--- config.mk ---
export PLATFORM = sky130hd
export DESIGN_NAME = regfis_codec
export DESIGN_NICKNAME = d
export VERILOG_FILES = /design/src/rtl/sata_fis_pkg.sv /design/src/rtl/regfis_parse.sv /design/src/rtl/srst_track.sv /design/src/rtl/d2h_build.sv /design/src/rtl/regfis_codec.sv
export SDC_FILE = /design/constraint.sdc
export NUM_CORES = 1
export LEC_CHECK = 0
export BUFFER_PORTS_ARGS = -buffer_cell sky130_fd_sc_hd__buf_2
export CAP_MARGIN = 20
export CORE_AREA = 2 2 196 198
export CTS_CLUSTER_SIZE = 40
export DETAILED_ROUTE_END_ITERATION = 16
export DIE_AREA = 0 0 198 200
export PLACE_DENSITY = 0.63
export SYNTH_ARGS = -nofsm -noshare
export SYNTH_HDL_FRONTEND = slang
export SYNTH_SLANG_ARGS = --single-unit
export TNS_END_PERCENT = 100
--- constraint.sdc ---
create_clock -name clk -period 1 [get_ports clk]
set_input_delay 0.05 -clock clk [delete_from_list [all_inputs] [get_ports clk]]
set_output_delay 0.05 -clock clk [all_outputs]
set_load 0.01 [all_outputs]
--- src/rtl/sata_fis_pkg.sv ---
package sata_fis_pkg;
   localparam int unsigned LBA_W    = 48;
   localparam int unsigned ECHO_LO  = 4;
   localparam int unsigned ECHO_NB  = 10;
   localparam logic [7:0]  FT_H2D   = 8'h27;
   localparam logic [7:0]  FT_D2H   = 8'h34;

   typedef enum logic {
      SRST_RUN  = 1'b0,
      SRST_HELD = 1'b1
   } srst_state_e;

   typedef enum logic [1:0] {
      FK_DROP   = 2'd0,
      FK_CTRL   = 2'd1,
      FK_CMD    = 2'd2,
      FK_QUEUED = 2'd3
   } frame_kind_e;
endpackage

--- src/rtl/regfis_parse.sv ---
module regfis_parse
   import sata_fis_pkg::*;
#(
   parameter int unsigned FRAME_BYTES = 20,
   parameter logic [7:0]  QRD_OP      = 8'h60,
   parameter logic [7:0]  QWR_OP      = 8'h61,
   parameter logic [7:0]  CUPD        = 8'h80,
   parameter int unsigned SRST_BIT    = 2,
   parameter int unsigned TAG_SHIFT   = 3,
   localparam int unsigned FRAME_W    = FRAME_BYTES * 8,
   localparam int unsigned ECHO_W     = ECHO_NB * 8,
   localparam int unsigned TAG_W      = 8 - TAG_SHIFT,
   localparam int unsigned CNT_W      = 16
) (
   input  logic                 clk,
   input  logic                 rst_n,
   input  logic                 in_valid,
   input  logic [FRAME_W-1:0]   in_frame,
   output logic                 accept_o,
   output logic                 srst_bit_o,
   output logic                 cmd_valid_o,
   output logic [7:0]           cmd_op_o,
   output logic [7:0]           cmd_feat_o,
   output logic [CNT_W-1:0]     cmd_count_o,
   output logic [LBA_W-1:0]     cmd_lba_o,
   output logic                 q_valid_o,
   output logic                 q_write_o,
   output logic [TAG_W-1:0]     q_tag_o,
   output logic [LBA_W-1:0]     q_lba_o,
   output logic                 err_o,
   output logic [ECHO_W-1:0]    echo_o
);

   if (FRAME_BYTES < 20) begin : g_bad_frame
      $error("regfis_parse: FRAME_BYTES must be at least 20");
   end
   if (SRST_BIT > 7 || TAG_SHIFT > 7) begin : g_bad_bits
      $error("regfis_parse: bit position out of byte range");
   end

   logic [7:0] byt [FRAME_BYTES];
   for (genvar gi = 0; gi < FRAME_BYTES; gi++) begin : g_split
      assign byt[gi] = in_frame[8*gi +: 8];
   end

   frame_kind_e kind;
   logic        type_ok;
   logic        ctl_ok;
   logic        is_queued;

   always_comb begin
      type_ok   = (byt[0] == FT_H2D);
      ctl_ok    = (byt[1] == CUPD) || (byt[1] == 8'h00);
      is_queued = (byt[2] == QRD_OP) || (byt[2] == QWR_OP);
      if (!type_ok || !ctl_ok)  kind = FK_DROP;
      else if (byt[1] == 8'h00) kind = FK_CTRL;
      else if (is_queued)       kind = FK_QUEUED;
      else                      kind = FK_CMD;
   end

   assign accept_o   = in_valid && (kind != FK_DROP);
   assign srst_bit_o = byt[15][SRST_BIT];

   logic [CNT_W-1:0] raw_cnt;
   logic [CNT_W-1:0] cnt_fix;
   logic [LBA_W-1:0] lba_wide;
   logic [LBA_W-1:0] lba_merge;

   always_comb begin
      raw_cnt   = {byt[13], byt[12]};
      cnt_fix   = (raw_cnt == '0) ? CNT_W'(256) : raw_cnt;
      lba_wide  = {byt[10], byt[9], byt[8], byt[6], byt[5], byt[4]};
      lba_merge = lba_wide | (LBA_W'(byt[7][3:0]) << 24);
   end

   always_ff @(posedge clk or negedge rst_n) begin
      if (!rst_n) begin
         cmd_valid_o <= 1'b0;
         cmd_op_o    <= '0;
         cmd_feat_o  <= '0;
         cmd_count_o <= '0;
         cmd_lba_o   <= '0;
         q_valid_o   <= 1'b0;
         q_write_o   <= 1'b0;
         q_tag_o     <= '0;
         q_lba_o     <= '0;
         err_o       <= 1'b0;
         echo_o      <= '0;
      end else begin
         cmd_valid_o <= in_valid && (kind == FK_CMD);
         q_valid_o   <= in_valid && (kind == FK_QUEUED);
         err_o       <= in_valid && (kind == FK_DROP);
         if (in_valid && kind == FK_CMD) begin
            cmd_op_o    <= byt[2];
            cmd_feat_o  <= byt[3];
            cmd_count_o <= cnt_fix;
            cmd_lba_o   <= lba_merge;
            echo_o      <= in_frame[8*ECHO_LO +: ECHO_W];
         end
         if (in_valid && kind == FK_QUEUED) begin
            q_write_o <= (byt[2] == QWR_OP);
            q_tag_o   <= byt[12][7:TAG_SHIFT];
            q_lba_o   <= lba_wide;
         end
      end
   end

endmodule

--- src/rtl/srst_track.sv ---
module srst_track
   import sata_fis_pkg::*;
(
   input  logic        clk,
   input  logic        rst_n,
   input  logic        frame_ok,
   input  logic        srst_bit,
   output logic        port_rst_o,
   output srst_state_e state_o
);

   srst_state_e st_nx;
   logic        rel_nx;

   always_comb begin
      st_nx  = state_o;
      rel_nx = 1'b0;
      if (frame_ok) begin
         unique case (state_o)
            SRST_RUN:  if (srst_bit)  st_nx = SRST_HELD;
            SRST_HELD: if (!srst_bit) begin
               st_nx  = SRST_RUN;
               rel_nx = 1'b1;
            end
            default:   st_nx = SRST_RUN;
         endcase
      end
   end

   always_ff @(posedge clk or negedge rst_n) begin
      if (!rst_n) begin
         state_o    <= SRST_RUN;
         port_rst_o <= 1'b0;
      end else begin
         state_o    <= st_nx;
         port_rst_o <= rel_nx;
      end
   end

endmodule

--- src/rtl/d2h_build.sv ---
module d2h_build
   import sata_fis_pkg::*;
#(
   parameter int unsigned FRAME_BYTES = 20,
   parameter int unsigned ERR_BIT     = 0,
   parameter int unsigned IRQ_BIT     = 6,
   localparam int unsigned FRAME_W    = FRAME_BYTES * 8,
   localparam int unsigned ECHO_W     = ECHO_NB * 8
) (
   input  logic               clk,
   input  logic               rst_n,
   input  logic               rsp_req,
   input  logic               init_req,
   input  logic               rx_en,
   input  logic [7:0]         status,
   input  logic [7:0]         error,
   input  logic               irq_pend,
   input  logic               atapi,
   input  logic [7:0]         sig_lo,
   input  logic [7:0]         sig_hi,
   input  logic [ECHO_W-1:0]  echo,
   output logic               tx_valid_o,
   output logic [FRAME_W-1:0] tx_frame_o,
   output logic               irq_d2h_o,
   output logic               irq_tfe_o
);

   if (FRAME_BYTES < 20) begin : g_bad_frame
      $error("d2h_build: FRAME_BYTES must be at least 20");
   end
   if (ERR_BIT > 7 || IRQ_BIT > 7) begin : g_bad_bits
      $error("d2h_build: bit position out of byte range");
   end

   logic [7:0] init_pl [ECHO_NB];
   for (genvar gi = 0; gi < ECHO_NB; gi++) begin : g_init
      if (gi == 0 || gi == 8) begin : g_one
         assign init_pl[gi] = 8'h01;
      end else if (gi == 1) begin : g_lo
         assign init_pl[gi] = atapi ? sig_lo : 8'h00;
      end else if (gi == 2) begin : g_hi
         assign init_pl[gi] = atapi ? sig_hi : 8'h00;
      end else begin : g_zero
         assign init_pl[gi] = 8'h00;
      end
   end

   logic               fire;
   logic [7:0]         hdr1;
   logic [ECHO_W-1:0]  payload;
   logic [FRAME_W-1:0] frame_nx;

   always_comb begin
      fire          = (rsp_req || init_req) && rx_en;
      hdr1          = '0;
      hdr1[IRQ_BIT] = irq_pend;
      for (int k = 0; k < ECHO_NB; k++) begin
         payload[8*k +: 8] = init_req ? init_pl[k] : echo[8*k +: 8];
      end
      frame_nx                    = '0;
      frame_nx[7:0]               = FT_D2H;
      frame_nx[15:8]              = hdr1;
      frame_nx[23:16]             = status;
      frame_nx[31:24]             = error;
      frame_nx[8*ECHO_LO +: ECHO_W] = payload;
   end

   always_ff @(posedge clk or negedge rst_n) begin
      if (!rst_n) begin
         tx_valid_o <= 1'b0;
         tx_frame_o <= '0;
         irq_d2h_o  <= 1'b0;
         irq_tfe_o  <= 1'b0;
      end else begin
         tx_valid_o <= fire;
         irq_d2h_o  <= fire;
         irq_tfe_o  <= fire && status[ERR_BIT];
         if (fire) tx_frame_o <= frame_nx;
      end
   end

endmodule

--- src/rtl/regfis_codec.sv ---
module regfis_codec
   import sata_fis_pkg::*;
#(
   parameter int unsigned FRAME_BYTES = 20,
   parameter logic [7:0]  QRD_OP      = 8'h60,
   parameter logic [7:0]  QWR_OP      = 8'h61,
   parameter int unsigned SRST_BIT    = 2,
   parameter int unsigned ERR_BIT     = 0,
   parameter int unsigned IRQ_BIT     = 6,
   localparam int unsigned FRAME_W    = FRAME_BYTES * 8
) (
   input  logic               clk,
   input  logic               rst_n,
   input  logic               rx_valid,
   input  logic [FRAME_W-1:0] rx_frame,
   output logic               cmd_valid,
   output logic [7:0]         cmd_opcode,
   output logic [7:0]         cmd_feature,
   output logic [15:0]        cmd_count,
   output logic [47:0]        cmd_lba,
   output logic               q_valid,
   output logic               q_write,
   output logic [4:0]         q_tag,
   output logic [47:0]        q_lba,
   output logic               frame_err,
   output logic               port_rst,
   input  logic               rsp_req,
   input  logic               init_req,
   input  logic               fis_rx_en,
   input  logic [7:0]         dev_status,
   input  logic [7:0]         dev_error,
   input  logic               host_irq_pend,
   input  logic               atapi_dev,
   input  logic [7:0]         sig_cyl_lo,
   input  logic [7:0]         sig_cyl_hi,
   output logic               tx_valid,
   output logic [FRAME_W-1:0] tx_frame,
   output logic               irq_d2h,
   output logic               irq_tfe
);

   logic              accept;
   logic              srst_bit;
   logic [8*ECHO_NB-1:0] echo;
   srst_state_e       trk_state;

   regfis_parse #(
      .FRAME_BYTES (FRAME_BYTES),
      .QRD_OP      (QRD_OP),
      .QWR_OP      (QWR_OP),
      .CUPD        (8'h80),
      .SRST_BIT    (SRST_BIT),
      .TAG_SHIFT   (3)
   ) i_parse (
      .clk         (clk),
      .rst_n       (rst_n),
      .in_valid    (rx_valid),
      .in_frame    (rx_frame),
      .accept_o    (accept),
      .srst_bit_o  (srst_bit),
      .cmd_valid_o (cmd_valid),
      .cmd_op_o    (cmd_opcode),
      .cmd_feat_o  (cmd_feature),
      .cmd_count_o (cmd_count),
      .cmd_lba_o   (cmd_lba),
      .q_valid_o   (q_valid),
      .q_write_o   (q_write),
      .q_tag_o     (q_tag),
      .q_lba_o     (q_lba),
      .err_o       (frame_err),
      .echo_o      (echo)
   );

   srst_track i_srst (
      .clk        (clk),
      .rst_n      (rst_n),
      .frame_ok   (accept),
      .srst_bit   (srst_bit),
      .port_rst_o (port_rst),
      .state_o    (trk_state)
   );

   d2h_build #(
      .FRAME_BYTES (FRAME_BYTES),
      .ERR_BIT     (ERR_BIT),
      .IRQ_BIT     (IRQ_BIT)
   ) i_build (
      .clk        (clk),
      .rst_n      (rst_n),
      .rsp_req    (rsp_req),
      .init_req   (init_req),
      .rx_en      (fis_rx_en),
      .status     (dev_status),
      .error      (dev_error),
      .irq_pend   (host_irq_pend),
      .atapi      (atapi_dev),
      .sig_lo     (sig_cyl_lo),
      .sig_hi     (sig_cyl_hi),
      .echo       (echo),
      .tx_valid_o (tx_valid),
      .tx_frame_o (tx_frame),
      .irq_d2h_o  (irq_d2h),
      .irq_tfe_o  (irq_tfe)
   );

endmodule

# After elaboration in Yosys (flattened, before gate mapping)

Cells that the tools add are included.

Bits in registers: 321
Input port bits: 200
Output and inout bits: 301
Logic and storage cells: 59

Eq/ne operators: 6
Mux-type cells: 20
Bitwise logic cells: 1
Reduce and logical (&&, ||, !) cells: 16

Operators by type and width:

| operator                                            | count |
|---|---|
| 2-to-1 mux 8 bit                                    | 12 |
| OR 48 x 28 -> 48 bit                                | 1 |
| equality test 8 x 7 -> 1 bit, second input constant | 2 |
| logical NOT 16 bit                                  | 1 |
| 2-to-1 mux 16 bit                                   | 1 |
| equality test 8 x 6 -> 1 bit, second input constant | 1 |
| equality test 8 bit, second input constant          | 1 |
| logical NOT 8 bit                                   | 1 |
| logical AND 1 bit                                   | 6 |
| 2-to-1 mux 1 bit                                    | 5 |
| equality test 2 bit, second input constant          | 2 |
| logical OR 1 bit                                    | 4 |
| 2-to-1 mux 2 bit                                    | 2 |
| logical NOT 1 bit                                   | 2 |
| logical NOT 2 bit                                   | 1 |
| nonzero test 2 bit                                  | 1 |

# Logic depth before layout (Yosys ltp)

Depth in word-level cells: 8
Gate-level depth with buffers: 7
Depth with buffers taken out: 4

# Modules after synthesis

A second synthesis with hierarchy kept.

Cells, all modules: 935
Area, all modules: 11707.5 um^2

By module, submodules not included:

| module       | times used | cells each | area each (um^2) |
|---|---|---|---|
| regfis_parse | 1          | 438        | 7040.5 |
| d2h_build    | 1          | 493        | 4591.9 |
| srst_track   | 1          | 4          | 75.1 |

# Least setup slack after synthesis

OpenSTA, ideal clock, no wires.

Kind: input to register
From: input port rx_frame[9]
To: register i_parse.echo_o[43]
Library setup time: 125 ps
Arrival: 1761 ps
Data required time: 875 ps
Slack: -886 ps
Stages: 7
Cell sequence: or4_4 nor4_4 nor2b_1 buf_4 buf_8 buf_12 mux2_4

Longest elaborated chain between the ends: 7

Ends and longest elaborated chain:

| what                                                            | line                                   | RTL |
|---|---|---|
| start, declared                                                 | regfis_codec.sv:15                     | `input logic [FRAME_W-1:0] rx_frame,` |
| equality test 8 bit / logical NOT 8 bit (equally long branches) | regfis_parse.sv:53, regfis_parse.sv:56 |  |
| logical OR 1 bit                                                | regfis_parse.sv:53                     | `ctl_ok = (byt[1] == CUPD) \|\| (byt[1] == 8'h00);` |
| logical NOT 1 bit                                               | regfis_parse.sv:55                     | `if (!type_ok \|\| !ctl_ok) kind = FK_DROP;` |
| logical OR 1 bit                                                | regfis_parse.sv:55                     |  |
| 2-to-1 mux 2 bit *                                              | regfis_parse.sv:55                     |  |
| equality test 2 bit *                                           | regfis_parse.sv:93                     | `if (in_valid && kind == FK_CMD) begin` |
| logical AND 1 bit *                                             | regfis_parse.sv:93                     |  |
| end signal, assigned                                            | regfis_parse.sv:98                     | `echo_o <= in_frame[8*ECHO_LO +: ECHO_W];` |
| end, declared                                                   | regfis_parse.sv:31                     | `output logic [ECHO_W-1:0] echo_o` |

Mark *: on every way between the ends. The rest lies on a longest branch, timed or not.
A chain may end at the register's enable or synchronous reset.

# Worst setup path after layout

From: input port rx_frame[10]
To: register i_parse.q_lba_o[13]

Longest elaborated chain between the ends: 7

Ends and longest elaborated chain:

| what                                                            | line                                   | RTL |
|---|---|---|
| equality test 8 bit / logical NOT 8 bit (equally long branches) | regfis_parse.sv:53, regfis_parse.sv:56 |  |
| logical OR 1 bit                                                | regfis_parse.sv:53                     |  |
| logical NOT 1 bit                                               | regfis_parse.sv:55                     |  |
| logical OR 1 bit                                                | regfis_parse.sv:55                     |  |
| 2-to-1 mux 2 bit *                                              | regfis_parse.sv:55                     |  |
| equality test 2 bit *                                           | regfis_parse.sv:100                    | `if (in_valid && kind == FK_QUEUED) begin` |
| logical AND 1 bit *                                             | regfis_parse.sv:100                    |  |
| end signal, assigned                                            | regfis_parse.sv:103                    | `q_lba_o <= lba_wide;` |
| end, declared                                                   | regfis_parse.sv:29                     | `output logic [LBA_W-1:0] q_lba_o,` |

Marks and branches as above.

==> metrics.yaml <==
status: "finished, violations left"
violations: "hold timing, setup timing"
path_class: "input port to flop"
insertion_delay_ps: 550
dieArea_sq_um: 39600
intPower_uw: 19500
hold_depth: 2
synth.avg_cell_area_sq_um: 12.4
cts_tree: "done"
cts-buffers-inserted: 29
seqPwrFrac_pct: 44.8
via_count: 9767
rr_worst_depth: 3
critPathArrivalTime_ps: 2030
startpoint: "rx_frame[10]"
htree_levels: 1
p_sw_uw: 6010
async_flop_share_pct: 100
p_sw_share_pct: 23.6
synth_warnings: 0
final_common_cell: "buf_2"
vias_per_cell: 4.47
setup_violations: 415
drive_above_1_share_pct: 53.2
pre_cts_ws_ps: -1140
ios: 501
cap_violations: 0
slew_headroom_pct: 65.4
crit_fanout: 12
worst_pin_slew_ps: 512
endpoint_kind: "flop"
netlist_area_sq_um: 11600
timing.hold.ws_ps: -198
rsz0062_at_grt: "yes"
grt_pass1_vias: 10033
yosys.cell_types.count: 35
mostFrequentLayoutCells: "buf_2, dfrtp_1, buf_4"
syn_inst: 933
hold_viol_final: 12
fin_skew_ps: 9.04
fin_cells: 2184
power_frac_comb_pct: 9.9
cts_buffer_depth: 3
portBuffers: 393
power_leakage_uw: 0.0101
period_share_pct: 160
die_h_um: 200
critical_path_required_ps: 1430
core_sq_um: 37400
hold_class: "input port to flop"
min_from: "rx_frame[18]"
r2r_start: "i_parse.echo_o[51]"
ys_seq_area_share_pct: 59.4
final_net_count: 1850
clk_pin_slew_worst_paths_ps: 60
routedWlPerCell_um: 18.8
crit_path_start_kind: "input port"
routed_wl_um: 41000
first_pass_iters: 5
grtUsageTotal_pct: 17.7
start_util_pct: 31.0
slew_violations: 0
first_iter_violations: 303
clockPowerShare_pct: 45.3
ant_nets: 0
overflow: 0
cts_sinks: 275
finish.instance_area_sq_um: 19600
dieWidth_um: 198
p_per_area_nw_per_um2: 1300
dp.cells: 1815
setup_ws_ps: -595
ys_ff_latch: 275
grt_start_max_net_pins: 36
synthFlopType: "dfrtp_1"
synth_edf_count: 0
totalNegativeSetupSlack_ps: -121930
grt_pass1_wl_um: 54900
drc: 0
gp_congestion: 0.817
syn_to_final_growth_pct: 69.2
fin_crit_ps: 1600
antenna_found_initial: 0
dpl.hpwl_um: 23000
cts-root-buf: "clkbuf_16"
max_freq_ghz: 0.627
num_rows: 71
postPlaceCellArea_sq_um: 14400
ir_drop_mv: 1.01
power groups by stage:
stage	clock [uW]	sequential (uW)	combinational, uW
after CTS	11700	11400	2310
after global placement	0	11600	1750
after floorplan	0	11700	661
after detailed placement	0	11600	1780
after global routing	12200	11400	2740
final	11500	11400	2520
critical path: stages:
cell and delay, ps:
buf_6 90, or4_4 560, nor4_4 290, buf_4 170, and3_4 240, buf_4 140
buf_12 160, mux2_4 310
layer usage:
layer	vias up	wire length, um	share of wire (%)	track usage, %
met3	107	1950	4.8	3.43
met2	375	21600	53	32.5
met4	0	1580	3.8	7.07
met5	-	0	0	0
met1	4877	15800	39	20.2
li1	4408	-	-	-
kinds of logic (layout without fill, tap and decap cells):
kind of cell,Yosys count,count (layout),synth area share (%)
flops,275,275,59.4
simple gates,237,237,8.62
mux,171,171,17.7
buf+inv,163,843,9.86
compound gates,86,86,4.32
other cells,1,61,0.0324
worst paths after layout:
kind / to / slack [ps]
max: i_parse.q_lba_o[13] / -600
min: i_parse.cmd_op_o[2] / -200
max reg2reg: i_parse.echo_o[51] / -60
min reg2reg: i_build.tx_frame_o[32] / 470
max in group asynchronous: i_parse.q_lba_o[29] / 190
min in group asynchronous: i_parse.cmd_lba_o[26] / -10
per-stage QoR:
step	power, uW	hold slack [ps]	utilization [%]
final	25500	-198	52.4
after floorplan	12300	-246	-
after CTS	25400	-256	48.8
after global placement	13300	-33.7	38.4
after global routing	26300	-205	52.4
after detailed placement	13400	-31.3	38.4
cells in the mapped netlist (2+ instances only):
cell type	count	area, sq um
a221oi_1	15	131
a31oi_1	2	12.5
and2_1	2	12.5
buf_12	4	80.1
buf_4	121	908
clkbuf_1	30	113
clkinv_1	2	7.51
dfrtp_1	275	6880
inv_1	5	18.8
mux2_2	131	1480
mux2_4	36	541
mux2i_1	4	40.0
nand2_1	170	638
nand2b_1	9	56.3
nor2_1	37	139
nor2b_1	2	12.5
nor3_1	2	10.0
nor4_1	5	31.3
o21ai_0	65	325
timing repair:
action,4_1_cts,5_1_grt
gates resized for setup,133,120
pin swaps,0,20
setup buffers,98,67
cloned,2,11
endpoints found under the hold margin,487,8
endpoints found under the setup margin,412,433
hold buffers,140,2
flip-flops by register name, indices dropped and copies added (netlist names), 4 cells and up:
name / count
i_parse.q_tag_o: 5
i_parse.q_lba_o: 48
i_parse.cmd_lba_o: 4
i_build.tx_frame_o: 98
i_parse.cmd_feat_o: 8
i_parse.cmd_op_o: 8
i_parse.cmd_count_o: 16
i_parse.echo_o: 80
layout make-up:
type | count | area [sq um]
repair buffers | 783 | 6600
well taps | 511 | 639
diodes | 1 | 2.50
clock buffers | 39 | 843
clock inverters | 14 | 184
multi-input cells | 554 | 4420
flip-flops and latches | 275 | 6880
fillers | 3042 | 17800
inverters | 7 | 30.0
Note: power is estimated with default switching activity, not from simulation.
